## src/rtl/dac_bank_pkg.sv

```systemverilog
package dac_bank_pkg;
  localparam int unsigned ADDR_W = 5;

  localparam logic [ADDR_W-1:0] A_GAIN  = 5'h10;
  localparam logic [ADDR_W-1:0] A_SYNC  = 5'h11;
  localparam logic [ADDR_W-1:0] A_BCEN  = 5'h12;
  localparam logic [ADDR_W-1:0] A_BCDAT = 5'h13;
  localparam logic [ADDR_W-1:0] A_SHORT = 5'h14;
  localparam logic [ADDR_W-1:0] A_ANY   = 5'h15;
endpackage

```

## src/rtl/dac_bank_chan.sv

```systemverilog
module dac_bank_chan #(
  parameter int unsigned DW = 16
) (
  input  logic          clk_i,
  input  logic          rst_ni,
  input  logic          wr_i,
  input  logic [DW-1:0] wdata_i,
  input  logic          sync_i,
  input  logic          trig_i,
  input  logic          bc_i,
  output logic [DW-1:0] buf_o,
  output logic [DW-1:0] act_o
);
  logic [DW-1:0] buf_q, act_q;

  always_ff @(posedge clk_i or negedge rst_ni) begin
    if (!rst_ni) begin
      buf_q <= '0;
      act_q <= '0;
    end else if (bc_i) begin
      // broadcast owns both stages and beats trigger
      buf_q <= wdata_i;
      act_q <= wdata_i;
    end else begin
      if (wr_i) buf_q <= wdata_i;
      if (wr_i && !sync_i)      act_q <= wdata_i;
      else if (sync_i && trig_i) act_q <= buf_q;
    end
  end

  assign buf_o = buf_q;
  assign act_o = act_q;
endmodule

```

## src/rtl/dac_bank_cfg.sv

```systemverilog
module dac_bank_cfg
  import dac_bank_pkg::*;
#(
  parameter int unsigned N_CH  = 16,
  parameter int unsigned N_GRP = 4,
  parameter int unsigned DW    = 16
) (
  input  logic              clk_i,
  input  logic              rst_ni,
  input  logic              wr_en_i,
  input  logic [ADDR_W-1:0] addr_i,
  input  logic [DW-1:0]     wdata_i,
  output logic [N_GRP-1:0]  gain_q_o,
  output logic [N_CH-1:0]   sync_q_o,
  output logic [N_CH-1:0]   bcen_q_o,
  output logic [N_CH-1:0]   ch_wr_o,
  output logic [N_CH-1:0]   ch_bc_o,
  output logic [N_CH-1:0]   gain_o
);
  localparam int unsigned GS = N_CH / N_GRP;

  logic [N_GRP-1:0] gain_q;
  logic [N_CH-1:0]  sync_q, bcen_q;
  logic             bc_wr;

  always_ff @(posedge clk_i or negedge rst_ni) begin
    if (!rst_ni) begin
      gain_q <= '0;
      sync_q <= '0;
      bcen_q <= '0;
    end else if (wr_en_i) begin
      case (addr_i)
        A_GAIN:  gain_q <= wdata_i[N_GRP-1:0];
        A_SYNC:  sync_q <= wdata_i[N_CH-1:0];
        A_BCEN:  bcen_q <= wdata_i[N_CH-1:0];
        default: ;
      endcase
    end
  end

  assign bc_wr = wr_en_i && (addr_i == A_BCDAT);

  for (genvar c = 0; c < N_CH; c++) begin : g_dec
    assign ch_wr_o[c] = wr_en_i && (addr_i == ADDR_W'(c));
    assign ch_bc_o[c] = bc_wr && bcen_q[c];
    assign gain_o[c]  = gain_q[c / GS];
  end

  assign gain_q_o = gain_q;
  assign sync_q_o = sync_q;
  assign bcen_q_o = bcen_q;
endmodule

```

## src/rtl/dac_bank_rd.sv

```systemverilog
module dac_bank_rd
  import dac_bank_pkg::*;
#(
  parameter int unsigned N_CH  = 16,
  parameter int unsigned N_GRP = 4,
  parameter int unsigned DW    = 16
) (
  input  logic               clk_i,
  input  logic               rst_ni,
  input  logic               rd_en_i,
  input  logic [ADDR_W-1:0]  addr_i,
  input  logic [N_CH*DW-1:0] buf_i,
  input  logic [N_GRP-1:0]   gain_q_i,
  input  logic [N_CH-1:0]    sync_q_i,
  input  logic [N_CH-1:0]    bcen_q_i,
  input  logic [N_CH-1:0]    short_i,
  output logic [DW-1:0]      rdata_o,
  output logic               short_any_o
);
  logic [DW-1:0] mux;
  logic          any;

  assign any = |short_i;

  always_comb begin
    mux = '0;
    if (addr_i < ADDR_W'(N_CH)) begin
      for (int c = 0; c < N_CH; c++)
        if (addr_i == ADDR_W'(c)) mux = buf_i[c*DW +: DW];
    end else begin
      case (addr_i)
        A_GAIN:  mux[N_GRP-1:0] = gain_q_i;
        A_SYNC:  mux[N_CH-1:0]  = sync_q_i;
        A_BCEN:  mux[N_CH-1:0]  = bcen_q_i;
        A_SHORT: mux[N_CH-1:0]  = short_i;
        A_ANY:   mux[0]         = any;
        default: mux = '0;
      endcase
    end
  end

  always_ff @(posedge clk_i or negedge rst_ni) begin
    if (!rst_ni)      rdata_o <= '0;
    else if (rd_en_i) rdata_o <= mux;
  end

  assign short_any_o = any;
endmodule

```

## src/rtl/dac_bank_core.sv

```systemverilog
module dac_bank_core
  import dac_bank_pkg::*;
#(
  parameter int unsigned N_CH  = 16,
  parameter int unsigned N_GRP = 4,
  parameter int unsigned DW    = 16
) (
  input  logic               clk_i,
  input  logic               rst_ni,
  input  logic               wr_en_i,
  input  logic               rd_en_i,
  input  logic [ADDR_W-1:0]  addr_i,
  input  logic [DW-1:0]      wdata_i,
  output logic [DW-1:0]      rdata_o,
  input  logic               trig_i,
  input  logic [N_CH-1:0]    short_i,
  output logic [N_CH*DW-1:0] code_o,
  output logic [N_CH-1:0]    gain_o,
  output logic               short_any_o
);
  logic [N_GRP-1:0]   gain_q;
  logic [N_CH-1:0]    sync_q, bcen_q, ch_wr, ch_bc;
  logic [N_CH*DW-1:0] buf_flat;

  dac_bank_cfg #(.N_CH(N_CH), .N_GRP(N_GRP), .DW(DW)) u_cfg (
    .clk_i    (clk_i),
    .rst_ni   (rst_ni),
    .wr_en_i  (wr_en_i),
    .addr_i   (addr_i),
    .wdata_i  (wdata_i),
    .gain_q_o (gain_q),
    .sync_q_o (sync_q),
    .bcen_q_o (bcen_q),
    .ch_wr_o  (ch_wr),
    .ch_bc_o  (ch_bc),
    .gain_o   (gain_o)
  );

  for (genvar c = 0; c < N_CH; c++) begin : g_ch
    dac_bank_chan #(.DW(DW)) u_chan (
      .clk_i   (clk_i),
      .rst_ni  (rst_ni),
      .wr_i    (ch_wr[c]),
      .wdata_i (wdata_i),
      .sync_i  (sync_q[c]),
      .trig_i  (trig_i),
      .bc_i    (ch_bc[c]),
      .buf_o   (buf_flat[c*DW +: DW]),
      .act_o   (code_o[c*DW +: DW])
    );
  end

  dac_bank_rd #(.N_CH(N_CH), .N_GRP(N_GRP), .DW(DW)) u_rd (
    .clk_i       (clk_i),
    .rst_ni      (rst_ni),
    .rd_en_i     (rd_en_i),
    .addr_i      (addr_i),
    .buf_i       (buf_flat),
    .gain_q_i    (gain_q),
    .sync_q_i    (sync_q),
    .bcen_q_i    (bcen_q),
    .short_i     (short_i),
    .rdata_o     (rdata_o),
    .short_any_o (short_any_o)
  );
endmodule

```

## config.mk

```make
export PLATFORM = sky130hd
export DESIGN_NAME = dac_bank_core
export DESIGN_NICKNAME = d
export VERILOG_FILES = /design/src/rtl/dac_bank_pkg.sv /design/src/rtl/dac_bank_chan.sv /design/src/rtl/dac_bank_cfg.sv /design/src/rtl/dac_bank_rd.sv /design/src/rtl/dac_bank_core.sv
export SDC_FILE = /design/constraint.sdc
export NUM_CORES = 1
export LEC_CHECK = 0
export BUFFER_PORTS_ARGS = -buffer_cell sky130_fd_sc_hd__buf_2
export CAP_MARGIN = 20
export CORE_MARGIN = 1
export CORE_UTILIZATION = 55
export DETAILED_ROUTE_END_ITERATION = 10
export PLACE_DENSITY = 0.76
export SLEW_MARGIN = 20
export SYNTH_ARGS = -nofsm -noshare
export SYNTH_HDL_FRONTEND = slang
export SYNTH_SLANG_ARGS = --single-unit
```

## constraint.sdc

```tcl
create_clock -name clk_i -period 3.48 [get_ports clk_i]
set_input_delay 0.174 -clock clk_i [delete_from_list [all_inputs] [get_ports clk_i]]
set_output_delay 0.174 -clock clk_i [all_outputs]
set_load 0.02 [all_outputs]
```

==> Yosys cells after proc, flatten, opt, wreduce, memory -nomap -nowiden <==
Cells that the tools add are included.
{ "word_totals": {"wordCells": 276, "ff_bits": 564, "input_bits": 42, "output_inout_bits": 289} }
{ "classes": {"n_mux": 100, "eq_ne": 21, "order_cmp": 1, "reduce_logical": 118} }
{ "ops": {"columns": ["operator", "n"], "rows": [
  ["$mux 16", 97],
  ["$logic_and 1x1->1", 65],
  ["$reduce_bool 3->1", 16],
  ["$eq 5x4->1 const B", 8],
  ["$pmux 12 s3", 1],
  ["$reduce_bool 2->1", 16],
  ["$eq 5x5->1 const B", 6],
  ["$eq 5x3->1 const B", 4],
  ["$logic_not 1->1", 16],
  ["$reduce_or 16->1", 1],
  ["$pmux 3 s4", 1],
  ["$eq 5x2->1 const B", 2],
  ["$reduce_and 2->1", 3],
  ["$eq 5x1->1 const B", 1],
  ["$logic_not 5->1", 1],
  ["$lt 5x5->1 const B", 1],
  ["$pmux 1 s5", 1]
]} }

==> Logic depth before layout (Yosys ltp) <==
{ "logic_depth": {"depth_word": 18, "mapped_depth": 11, "depth_no_buf": 6} }

==> By module <==
A second synthesis with hierarchy kept.
{ "hier_totals": {"cells_unflattened": 2033, "hier_area_um2": 29309.4} }
{ "modules_own_cells": {"columns": ["mod", "seq_area_each_um2", "cells_per_inst", "instances", "area_each_um2"], "rows": [
  ["dac_bank_chan", 800.8, 87, 16, 1492.7],
  ["dac_bank_rd", 400.4, 501, 1, 3622.2],
  ["dac_bank_cfg", 900.9, 140, 1, 1804.2]
]} }

==> Least setup slack after synthesis <==
Ideal clock, no wire load.
{ "synth_timing": {"kind": "input to register", "startpoint": "input addr_i[1]", "endpoint": "register u_rd.rdata_o[12]", "setup_time_ps": 136, "setup_slack_ps": 1477, "path_stages": 9, "required_time_ps": 3344, "path_buffers": 4, "t_arrival_ps": 1867, "path_cell_list": "buf_2 -> buf_2 -> buf_2 -> buf_2 -> mux2_2 -> o221ai_1 -> o21ai_0 -> a221oi_1 -> o21ai_0"} }
{ "synth_between": {"elab_chain_len": 18, "elab_cells_between_ends": 38, "cone_classes": "order compare (1); eq/ne (18); mux (18); reduce/logical (1)"} }
{ "synth_lines": {"columns": ["item", "line", "source"], "rows": [
  ["from (decl)", "dac_bank_core.sv:12", "input logic [ADDR_W-1:0] addr_i,"],
  ["$logic_not 5->1", "dac_bank_rd.sv:29", "if (addr_i == ADDR_W'(c)) mux = buf_i[c*DW +: DW];"],
  ["$mux 16 (16 in a row)", "dac_bank_rd.sv:29", null],
  ["$mux 16 (*)", "dac_bank_rd.sv:27", "if (addr_i < ADDR_W'(N_CH)) begin"],
  ["to (signal assigned)", "dac_bank_rd.sv:44", "else if (rd_en_i) rdata_o <= mux;"],
  ["to (decl)", "dac_bank_rd.sv:17", "output logic [DW-1:0] rdata_o,"]
]} }
Every way passes the cells marked *; elsewhere a longest branch is shown, timed or not.
A chain may end at the register's enable or synchronous reset.

==> Worst setup path in the final report <==
{ "layout_timing": {"startpoint": "input short_i[3]", "endpoint": "output short_any_o"} }
{ "layout_between": {"elab_chain_len": 1} }
{ "layout_lines": {"columns": ["item", "line", "source"], "rows": [
  ["from (decl)", "dac_bank_core.sv:16", "input logic [N_CH-1:0] short_i,"],
  ["$reduce_or 16->1", "dac_bank_rd.sv:23", "assign any = |short_i;"],
  ["to (decl)", "dac_bank_core.sv:19", "output logic short_any_o"]
]} }
No other way between the ends.

==> impl_results.md <==
* Status: completed
* CTS tree: done
* Share of cells above drive strength 1 at 30.8%
* Post-route core utilization at 64.4%
* Inst Count DP at 3271
* Clock skew at 30.0 ps
* PwrDens at 766 nW/um^2
* Final period util at 69.3%
* Peak supply drop at 552 uV
* Clock sinks at 564
* Top Ports at 331
* Crit path kind: in -> out
* Crit-path cells: dlygate4sd3_1, buf_2, nor4_1, nand4_1, buf_2
* Yosys warnings at 0
* Total power at 23.8 mW
* RSZ-0062 raised after global routing: false
* Crit-path max cell delay at 650 ps
* Grt ovf at 0
* Hold WS at 38.8 ps
* Port bufs at 330
* Area leader, netlist: dfrtp_1
* Die Width at 224 um
* Critical path required time at 3310 ps
* Post-DRT Antenna Nets at 0
* Row count at 80
* Die Y-Extent at 224 um
* Dpl cell area at 29200 sq um
* Die area at 50000 sq um
* Root Buffer: clkbuf_16
* Slew Viols, Final at 0
* Sum Neg Setup Slack at 0 ps
* WL per Instance at 27.2 um
* Fin worst setup slack at 1070 ps
* Slowest CP cell: nor4_1
* Via count at 21300
* Synth area leaders: dfrtp_1 52%, mux2_2 12%, mux2i_1 11%
* Core box area at 48100 sq um
* Dpl ws at 631 ps
* Post-CTS setup buffers at 0
* EDFF count, synth at 0
* Crit path buffers/inverters at 3
* Top cell type's share of synthesized area at 52.2%
* Register area share after synthesis at 52.2%
* Via-to-Cell Ratio at 6.32
* Cell area after layout at 31000 sq um
* Starting density of the core at 56.1%
* Worst-skew pair later-pin latency at 630 ps
* Largest net degree at the start of global routing at 109
* Endpoints failing hold at 0
* Worst setup SP type: input pin
* Final nets at 2720
* Headroom to the max-slew limit at 23.0%
* Most frequent cells after synthesis: 564 x dfrtp_1, 300 x mux2_2, 285 x mux2i_1
* First-pass GRT wire length at 136000 um
* Synth Flop Type: dfrtp_1
* Vias in the first global route at 20800
* Top-count cell post-synth: dfrtp_1
* Cell family with most CP delay: simple AND/OR/NAND/NOR gates
* Total CTS buffers at 56
* Slew @ Worst Pin at 1150 ps
* Asr flop ratio synth at 100%
* F_max at 415 MHz
* Crit-path max FO at 2
* Finished Layout Cells at 3375
* Setup crit end kind: output pin
* Clock Tree Buf Depth at 3
* Pleak at 15.4 nW
* Yosys cell types at 73
* CP arrival at 2240 ps
* Synthesized area at 27000 sq um
* GP Congestion at 0.962
* H-tree depth at 2
* CP most frequent cell: buf_2
* Worst-path clk slew at 60 ps
* Avg Inst Size Synth at 11.2 sq um
* Net count after synthesis at 2465
* Drt initial violations at 2392
* DRT Pass-1 Iters at 6
* DRT Wirelength at 92000 um
* Min Tclk post-route at 2410 ps
* Post-DP HPWL at 63500 um
* Syn Inst Count at 2423
* Total Routing Usage GR at 36.7%
* Final setup fails at 0
* Initial antenna violation count at 2
* Area grow syn2layout at 14.8%
* Post_cts resized at 0
* Yosys reg bits at 564
* DR DRC count at 0
* Max-cap violation count at 0
* Hold crit path type: in -> reg
-- cell usage in the layout, fill, tap and decap left out, types with 6 or more instances in the layout --
master,count
nand3_1,20
nand4_1,6
clkbuf_16,58
buf_4,81
a22oi_1,17
nand2_1,283
a221oi_1,6
a22o_1,7
buf_2,327
o2bb2ai_1,7
mux4_2,7
o22ai_1,13
buf_12,7
nor2_1,108
o221ai_1,20
mux2i_1,285
clkbuf_8,9
o21ai_1,31
a21oi_1,123
o21ai_0,221
a21oi_2,7
a21o_1,13
clkbuf_1,19
a211oi_1,6
nor2b_1,23
inv_1,9
mux2_2,300
clkinv_2,7
a21boi_2,8
dfrtp_1,564
a31oi_1,17
-- area by class of cell --
cell class / instances / area (sq um)
Tap cell: 656 / 821
Clock inverter: 11 / 120
Clock buffer: 86 / 1650
Timing Repair Buffer: 421 / 2450
Fill cell: 3698 / 17100
Inverter: 9 / 33.8
Antenna cell: 2 / 5.00
Sequential cell: 564 / 14100
Multi-Input combinational cell: 1626 / 11800
-- state kept, by name (all words and copies together), names as in the netlist --
name,cells
g_ch.u_chan.buf_o,256
g_ch.u_chan.act_o,256
u_cfg.gain_q_o,4
u_cfg.sync_q_o,16
u_rd.rdata_o,16
u_cfg.bcen_q_o,16
-- final timing paths --
| check | start | slack, ps | end | depth (start not counted) |
|---|---|---|---|---|
| worst max-delay path | short_i[3] | 1070 | short_any_o | 5 |
| worst min-delay path | short_i[8] | 40 | u_rd.rdata_o[8]$_DFFE_PN0P_ | 3 |
| worst max register to register | g_ch[0].u_chan.buf_o[6]$_DFFE_PN0P_ | 1550 | u_rd.rdata_o[6]$_DFFE_PN0P_ | 6 |
| worst min register to register | g_ch[15].u_chan.buf_o[6]$_DFFE_PN0P_ | 530 | g_ch[15].u_chan.buf_o[6]$_DFFE_PN0P_ | 1 |
| max in group asynchronous | rst_ni | 2110 | g_ch[1].u_chan.act_o[13]$_DFFE_PN0P_ | 4 |
| min in group asynchronous | rst_ni | 150 | g_ch[13].u_chan.act_o[15]$_DFFE_PN0P_ | 2 |
-- timing repair --
item,in CTS,in global routing
hold buffers,5,0
endpoints found under the setup margin,0,0
endpoints found under the hold margin,71,0
-- worst register-to-register path: cells and delay by family (launching register included) --
| kind | cells | cell delay, ps |
|---|---|---|
| flops | 1 | 410 |
| mux | 1 | 510 |
| simple gates | 1 | 100 |
| compound gates | 4 | 760 |
-- logic make-up after synthesis --
family                 Yosys count  synth area share, %
muxes                          592                 23.6
DFF                            564                 52.2
AOI/OAI and AO/OA              545                 12.1
and+or+nand+nor                489                 7.95
buffers and inverters          233                 4.06
-- report_power, final --
part | switching (mW) | internal (mW)
registers | 1.97 | 8.74
logic | 4.28 | 2.81
clock network | 2.58 | 3.38
-- routing by layer --
| metal | up-vias | track usage (%) | part of all wire, % |
|---|---|---|---|
| met5 | - | 0 | 0 |
| met4 | 0 | 13.6 | 4.0 |
| met2 | 1239 | 58.1 | 47 |
| li1 | 9147 | - | - |
| met1 | 10700 | 50.1 | 40 |
| met3 | 235 | 7.57 | 8.9 |
Power figures use the tool's default switching activity.
